==> src/rtl/wrap_pkg.sv <==
package wrap_pkg;
  localparam int unsigned SEG_W = 7;
  typedef logic [SEG_W-1:0] seg_t;

  // active-high a..g (bit 0 = a) for decimal digits
  function automatic seg_t seg_hi(input logic [3:0] d);
    case (d)
      4'd0: seg_hi = 7'h3F;
      4'd1: seg_hi = 7'h06;
      4'd2: seg_hi = 7'h5B;
      4'd3: seg_hi = 7'h4F;
      4'd4: seg_hi = 7'h66;
      4'd5: seg_hi = 7'h6D;
      4'd6: seg_hi = 7'h7D;
      4'd7: seg_hi = 7'h07;
      4'd8: seg_hi = 7'h7F;
      4'd9: seg_hi = 7'h6F;
      default: seg_hi = '0;
    endcase
  endfunction
endpackage

==> src/rtl/wrap_mode_sync.sv <==
module wrap_mode_sync #(
  parameter int unsigned STAGES = 2
) (
  input  logic clk_i,
  input  logic d_i,
  output logic q_o
);
  logic [STAGES-1:0] pipe_q;

  generate
    if (STAGES == 1) begin : g_one
      always_ff @(posedge clk_i) pipe_q <= d_i;
    end else begin : g_many
      always_ff @(posedge clk_i) pipe_q <= {pipe_q[STAGES-2:0], d_i};
    end
  endgenerate

  assign q_o = pipe_q[STAGES-1];
endmodule

==> src/rtl/wrap_next_state.sv <==
module wrap_next_state #(
  parameter int unsigned WIDTH = 3,
  parameter int unsigned LO    = 3,
  parameter int unsigned HI    = 7
) (
  input  logic             rst_ni,
  input  logic             dir_up_i,
  input  logic [WIDTH-1:0] count_i,
  output logic [WIDTH-1:0] count_d_o
);
  localparam logic [WIDTH:0]   HI_EXT = (WIDTH+1)'(HI);
  localparam logic [WIDTH-1:0] LO_V   = WIDTH'(LO);
  localparam logic [WIDTH-1:0] HI_V   = WIDTH'(HI);

  logic             in_range;
  logic             load_en;
  logic [WIDTH-1:0] load_val;

  assign in_range = (count_i >= LO_V) && ({1'b0, count_i} <= HI_EXT);
  // boundary load: direction picks which end is loaded
  assign load_en  = !in_range || (dir_up_i ? (count_i == HI_V) : (count_i == LO_V));
  assign load_val = (!in_range || !dir_up_i) ? HI_V : LO_V;

  always_comb begin
    if (!rst_ni)       count_d_o = HI_V;
    else if (load_en)  count_d_o = load_val;
    else if (dir_up_i) count_d_o = count_i + WIDTH'(1);
    else               count_d_o = count_i - WIDTH'(1);
  end
endmodule

==> src/rtl/wrap_seg_decode.sv <==
module wrap_seg_decode
  import wrap_pkg::*;
#(
  parameter int unsigned WIDTH = 3,
  parameter int unsigned LO    = 3,
  parameter int unsigned HI    = 7
) (
  input  logic [WIDTH-1:0] val_i,
  output seg_t             seg_no
);
  localparam logic [WIDTH:0] LO_EXT = (WIDTH+1)'(LO);
  localparam logic [WIDTH:0] HI_EXT = (WIDTH+1)'(HI);

  logic show;
  assign show   = ({1'b0, val_i} >= LO_EXT) && ({1'b0, val_i} <= HI_EXT);
  assign seg_no = show ? ~seg_hi(4'(val_i)) : '1;
endmodule

==> src/rtl/bounded_wrap_counter.sv <==
module bounded_wrap_counter
  import wrap_pkg::*;
#(
  parameter int unsigned WIDTH       = 3,
  parameter int unsigned LO          = 3,
  parameter int unsigned HI          = 7,
  parameter int unsigned SYNC_STAGES = 2
) (
  input  logic             clk_i,
  input  logic             rst_ni,
  input  logic             mode_up_i,
  output logic [WIDTH-1:0] count_o,
  output logic [SEG_W-1:0] seg_no
);
  logic             dir_up_q;
  logic [WIDTH-1:0] count_d;

  wrap_mode_sync #(.STAGES(SYNC_STAGES)) u_sync (
    .clk_i (clk_i),
    .d_i   (mode_up_i),
    .q_o   (dir_up_q)
  );

  wrap_next_state #(.WIDTH(WIDTH), .LO(LO), .HI(HI)) u_next (
    .rst_ni    (rst_ni),
    .dir_up_i  (dir_up_q),
    .count_i   (count_o),
    .count_d_o (count_d)
  );

  always_ff @(posedge clk_i) count_o <= count_d;

  wrap_seg_decode #(.WIDTH(WIDTH), .LO(LO), .HI(HI)) u_seg (
    .val_i  (count_o),
    .seg_no (seg_no)
  );
endmodule

==> config.mk <==
export PLATFORM = sky130hd
export DESIGN_NAME = bounded_wrap_counter
export DESIGN_NICKNAME = d
export VERILOG_FILES = /design/src/rtl/wrap_pkg.sv /design/src/rtl/wrap_mode_sync.sv /design/src/rtl/wrap_next_state.sv /design/src/rtl/wrap_seg_decode.sv /design/src/rtl/bounded_wrap_counter.sv
export SDC_FILE = /design/constraint.sdc
export NUM_CORES = 1
export LEC_CHECK = 0
export BUFFER_PORTS_ARGS = -buffer_cell sky130_fd_sc_hd__buf_4
export CAP_MARGIN = 20
export CORE_MARGIN = 2
export CORE_UTILIZATION = 41
export DETAILED_ROUTE_END_ITERATION = 8
export HOLD_SLACK_MARGIN = 0.02
export PLACE_DENSITY_LB_ADDON = 0.25
export SYNTH_ARGS = -nofsm -noshare
export SYNTH_HDL_FRONTEND = slang
export SYNTH_SLANG_ARGS = --single-unit
==> constraint.sdc <==
create_clock -name clk_i -period 2.25 [get_ports clk_i]
set_input_delay 0.1125 -clock clk_i [delete_from_list [all_inputs] [get_ports clk_i]]
set_output_delay 0.1125 -clock clk_i [all_outputs]
set_load 0.05 [all_outputs]
==> Yosys cells after proc, flatten, opt, wreduce, memory -nomap -nowiden <==
Memories as Yosys holds them, arrays and structs flattened. A register that Yosys moved wholly into a read port is not among the register bits.
Cells that the tools add are included.
{ "totals": {"regBits": 5, "mem_bits_ro": 56, "inputBits": 3, "out_inout_bits": 10, "word_cells": 20, "mem_count": 1} }
{ "mem_list": {"columns": ["memory", "depth", "width", "read_ports", "rd_clocked_by_memory_dff", "write_ports", "line", "rtl"], "rows": [
  ["(name not given)", 8, 7, 1, 1, 0, "wrap_pkg.sv:7", "case (d)"]
]} }
{ "op_classes": {"add_sub_neg": 2, "magnitude_cmp": 2, "n_eq_ne": 2, "n_mux": 6, "n_bitwise": 1, "reduce_logical": 4} }
{ "op_table": {"columns": ["op", "count"], "rows": [
  ["3-bit two-way mux", 4],
  ["7-bit two-way mux", 1],
  ["7-bit NOT", 1],
  ["3-bit by 2-bit >= comparator with 1-bit output (second input constant)", 2],
  ["3-bit by 1-bit adder with 3-bit output (second input constant)", 1],
  ["3-bit by 2-bit equality test with 1-bit output (second input constant)", 1],
  ["3-bit equality test (second input constant)", 1],
  ["3-bit by 1-bit subtractor with 3-bit output (second input constant)", 1],
  ["1-bit zero test", 2],
  ["1-bit logical OR", 2],
  ["1-bit two-way mux", 1]
]} }

==> Depth between registers and ports, before layout <==
{ "depth": {"word_depth": 6, "ltp_mapped": 8, "depth_no_buf": 8} }

==> By module <==
A second synthesis with hierarchy kept.
{ "hier_totals": {"cells_unflattened": 42, "area_unflattened_um2": 420.4} }
{ "modules_own_cells": {"columns": ["module", "instances", "cells_per_inst", "area_per_inst_um2", "seq_area_each_um2"], "rows": [
  ["wrap_seg_decode", 1, 25, 214.0, 0.0],
  ["wrap_next_state", 1, 12, 106.4, 0.0],
  ["bounded_wrap_counter", 1, 3, 60.1, 60.1],
  ["wrap_mode_sync", 1, 2, 40.0, 40.0]
]} }

==> Least setup slack after synthesis <==
No wires, ideal clock.
{ "synth_timing": {"path_type": "reg-to-reg", "startpoint": "register count_o[1]", "endpoint": "register (tool-made name)", "setup_ns": 0.119, "t_arrival_ns": 1.953, "required_time_ns": 2.131, "slack_ns": 0.178, "path_stages_with_launch": 8, "path_buffers": 0, "synth_period_minus_slack_ns": 2.072, "cell_sequence": "dfxtp_1 fa_1 nor2b_1 mux2_4 nand2_1 ha_1 inv_1 mux2i_1"} }
{ "synth_rtl": {"columns": ["item", "line", "rtl"], "rows": [
  ["start: declaration", "bounded_wrap_counter.sv:12", "output logic [WIDTH-1:0] count_o,"],
  ["start signal: assignment", "bounded_wrap_counter.sv:31", "always_ff @(posedge clk_i) count_o <= count_d;"]
]} }

==> results.py <==
metrics = {
    "pwr": {
        "power.internal_w": 0.000574,
        "max-vdd-ir-drop_v": 0.000511,
        "p_switching_w": 0.000490,
        "power.density_nw_per_um2": 1490,
        "total_power_w": 0.00106,
        "seqPwrFrac_pct": 29.3,
        "swShare_pct": 46.0,
        "leakage_nw": 0.353,
        "p_comb_share_pct": 54.9,
        "clockPowerShare_pct": 15.8,
    },
    "clock_tree": {
        "postCtsSetupRepairBufs": 0,
        "ctsRootBufferMaster": "clkbuf_4",
        "cts_max_level": 1,
        "cts.clk_slew.worst_paths_ps": 80,
        "numCtsBuffers": 3,
        "post_cts_resize_count": 0,
        "cts.sinks": 12,
        "worstSkewPairLatency_ps": 270,
        "tritoncts": "yes",
        "cts.path.max_buffers": 2,
    },
    "routing": {
        "antenna_left": 0,
        "first_pass_iters": 4,
        "vias": 386,
        "route.detailed.drc": 0,
        "first_iter_violations": 6,
        "wl_per_cell_um": 9.59,
        "routed_wl_um": 834,
        "vias_per_cell": 4.44,
    },
    "global_route": {
        "grt_max_degree": 9,
        "antenna_found_initial": 0,
        "overflow": 0,
        "grtUsageTotal_pct": 12.2,
        "met3_usage_pct": 6.52,
        "grt.met1_usage_pct": 16.3,
        "grt_pass1_wl_mm": 1.30,
        "gr-usage-met2_pct": 16.0,
        "grt_busiest_layer": "met1",
        "grt_pass1_vias": 288,
    },
    "synthesis": {
        "synth-seq-cells": 12,
        "synth_cell_types": 21,
        "synth.area.top_cells": "dfxtp_1, ha_1, mux2i_1, nand2_1, inv_1",
        "yosysTopAreaCell": "dfxtp_1",
        "synth_ff_type": "dfxtp_1",
        "syn_inst": 56,
        "ys_seq_area_share_pct": 42.2,
        "synth_top_area_share_pct": 42.2,
        "synth_edf_count": 0,
        "syn-num-nets": 65,
        "async_reset_ff_share_pct": 0,
        "yosysMostFrequentCell": "dfxtp_1",
        "synth_area_um2": 569,
        "synth.avg_cell_area_um2": 10.2,
        "yosys_warnings": 0,
        "synth_common_cells": "dfxtp_1, nand2_1, inv_1",
    },
    "sta": {
        "drv_slew": 0,
        "worst_slew_pin_slew_ps": 453,
        "rsz0062_at_grt": "false",
        "clock.fmax_mhz": 522,
        "final.setup_skew_ps": 4.70,
        "slew_headroom_pct": 69.5,
        "fin_crit_ps": 1920,
        "post-route-period-util_pct": 85.2,
        "hold_viol_final": 0,
        "finalSetupTns_ps": 0,
        "final.hold.worst_slack_ps": 45.7,
        "setup_violations": 0,
    },
    "min_path": {
        "hold_path_class": "input pin to register",
    },
    "final_layout": {
        "diodes": 0,
        "seqCellArea_um2": 240,
        "nFillCells": 128,
        "final_nets": 82,
        "drive_gt1_share_pct": 29.2,
        "multi_input_area_um2": 295,
        "area_growth_pct": 25.3,
    },
    "worst_setup_path": {
        "crit_required_ps": 2400,
        "cp.arrival_ps": 2070,
        "slowest_delay_ps": 490,
        "path_cells": "inv_1 > fa_1 > nor2b_1 > mux2_4 > and2_1 > ha_1 > inv_1 > mux2i_1",
        "critPathMaxFanout": 5,
        "cp-start-kind": "register",
        "critPathSlowestCell": "fa_1",
        "crit_type": "register to register",
        "cp_common_cell": "inv_1",
        "end_kind": "register",
    },
    "floorplanning": {
        "die-area_um2": 1700,
        "die_h_um": 41.3,
        "io_pins": 13,
        "start_util_pct": 43.8,
        "dieWidth_um": 41.3,
        "core_area_um2": 1300,
        "row_count": 13,
    },
    "placed_design": {
        "dp_hpwl_um": 642,
        "gp_congestion": 0.666,
        "io_buffers": 12,
    },
    "job": {
        "maxCapViolations": 0,
    },
    "run_status": {
        "outcome": "finished clean",
    },
}
-- stage by stage --
stage               utilization (%)  std cells  instance area, um2  setup WS [ps]
floorplan                         -         56                 569            178
detailed placement             51.2         82                 667            328
CTS                            54.8         87                 713            318
finish                         54.8         87                 713            334
global placement               51.2         82                 667            376
global route                   54.8         87                 713            204
-- worst max-delay path: cells and delay by family, from the launching register on --
kind / cells / cell delay, ps
adder cells (fa/ha/maj): 2 / 690
buffers and inverters: 2 / 120
flip-flops: 1 / 390
multiplexers: 2 / 350
AND/OR/NAND/NOR: 2 / 250
-- placed cells by master (no fill, tap or decap), drive strengths merged, types with 2 or more instances in the layout --
| master | netlist | routed |
|---|---|---|
| or2 | 2 | 2 |
| nor2b | 2 | 2 |
| buf | 1 | 12 |
| nand2 | 9 | 9 |
| dfxtp | 12 | 12 |
| inv | 6 | 6 |
| clkbuf | 0 | 4 |
| mux2i | 5 | 5 |
| ha | 5 | 5 |
| nor2 | 2 | 2 |
-- final timing paths --
| kind | from | to | slack [ps] | cells past startpoint |
|---|---|---|---|---|
| max | u_sync.pipe_q[1] | register | 330 | 8 |
| max reg2reg | u_sync.pipe_q[1] | register | 330 | 8 |
| min reg2reg | u_sync.pipe_q[0] | u_sync.pipe_q[1] | 330 | 0 |
| min | rst_ni | count_o[1] | 50 | 2 |
-- per-layer routing --
layer	vias to the layer above	routed length [um]
li1	214	-
met1	163	406
met2	9	382
met3	0	46
met4	0	0
met5	-	0
-- repair_timing --
item                                    in CTS  in global routing
endpoints found under the setup margin       0                  0
hold endpoints to repair                     1                  0
hold buffers                                 1                  0
-- power by group through the flow --
stage	sequential [W]	combinational, W	clock (W)
after floorplan	0.000358	0.000406	0
after global placement	0.000315	0.000583	0
after detailed placement	0.000318	0.000588	0
after CTS	0.000313	0.000590	0.000175
after global routing	0.000322	0.000635	0.000185
final	0.000312	0.000584	0.000168
-- cell families after synthesis --
family | Yosys count | share of synthesized area, %
flip-flops | 12 | 42.2
XOR/XNOR | 1 | 1.54
buffers and inverters | 7 | 5.93
AO/OA/AOI/OAI | 4 | 5.49
multiplexers | 6 | 11.4
AND/OR/NAND/NOR | 20 | 18.9
adder cells (fa/ha/maj) | 6 | 14.5
-- cell type report --
| cell class | instances | share of cell area (%) |
|---|---|---|
| multi-input cells | 37 | 41.4 |
| flip-flops and latches | 12 | 33.7 |
| repair buffers | 13 | 14.0 |
| clock buffers | 4 | 5.09 |
| inverters | 6 | 3.16 |
| well taps | 15 | 2.63 |
Note: power is estimated with default switching activity, not from simulation.
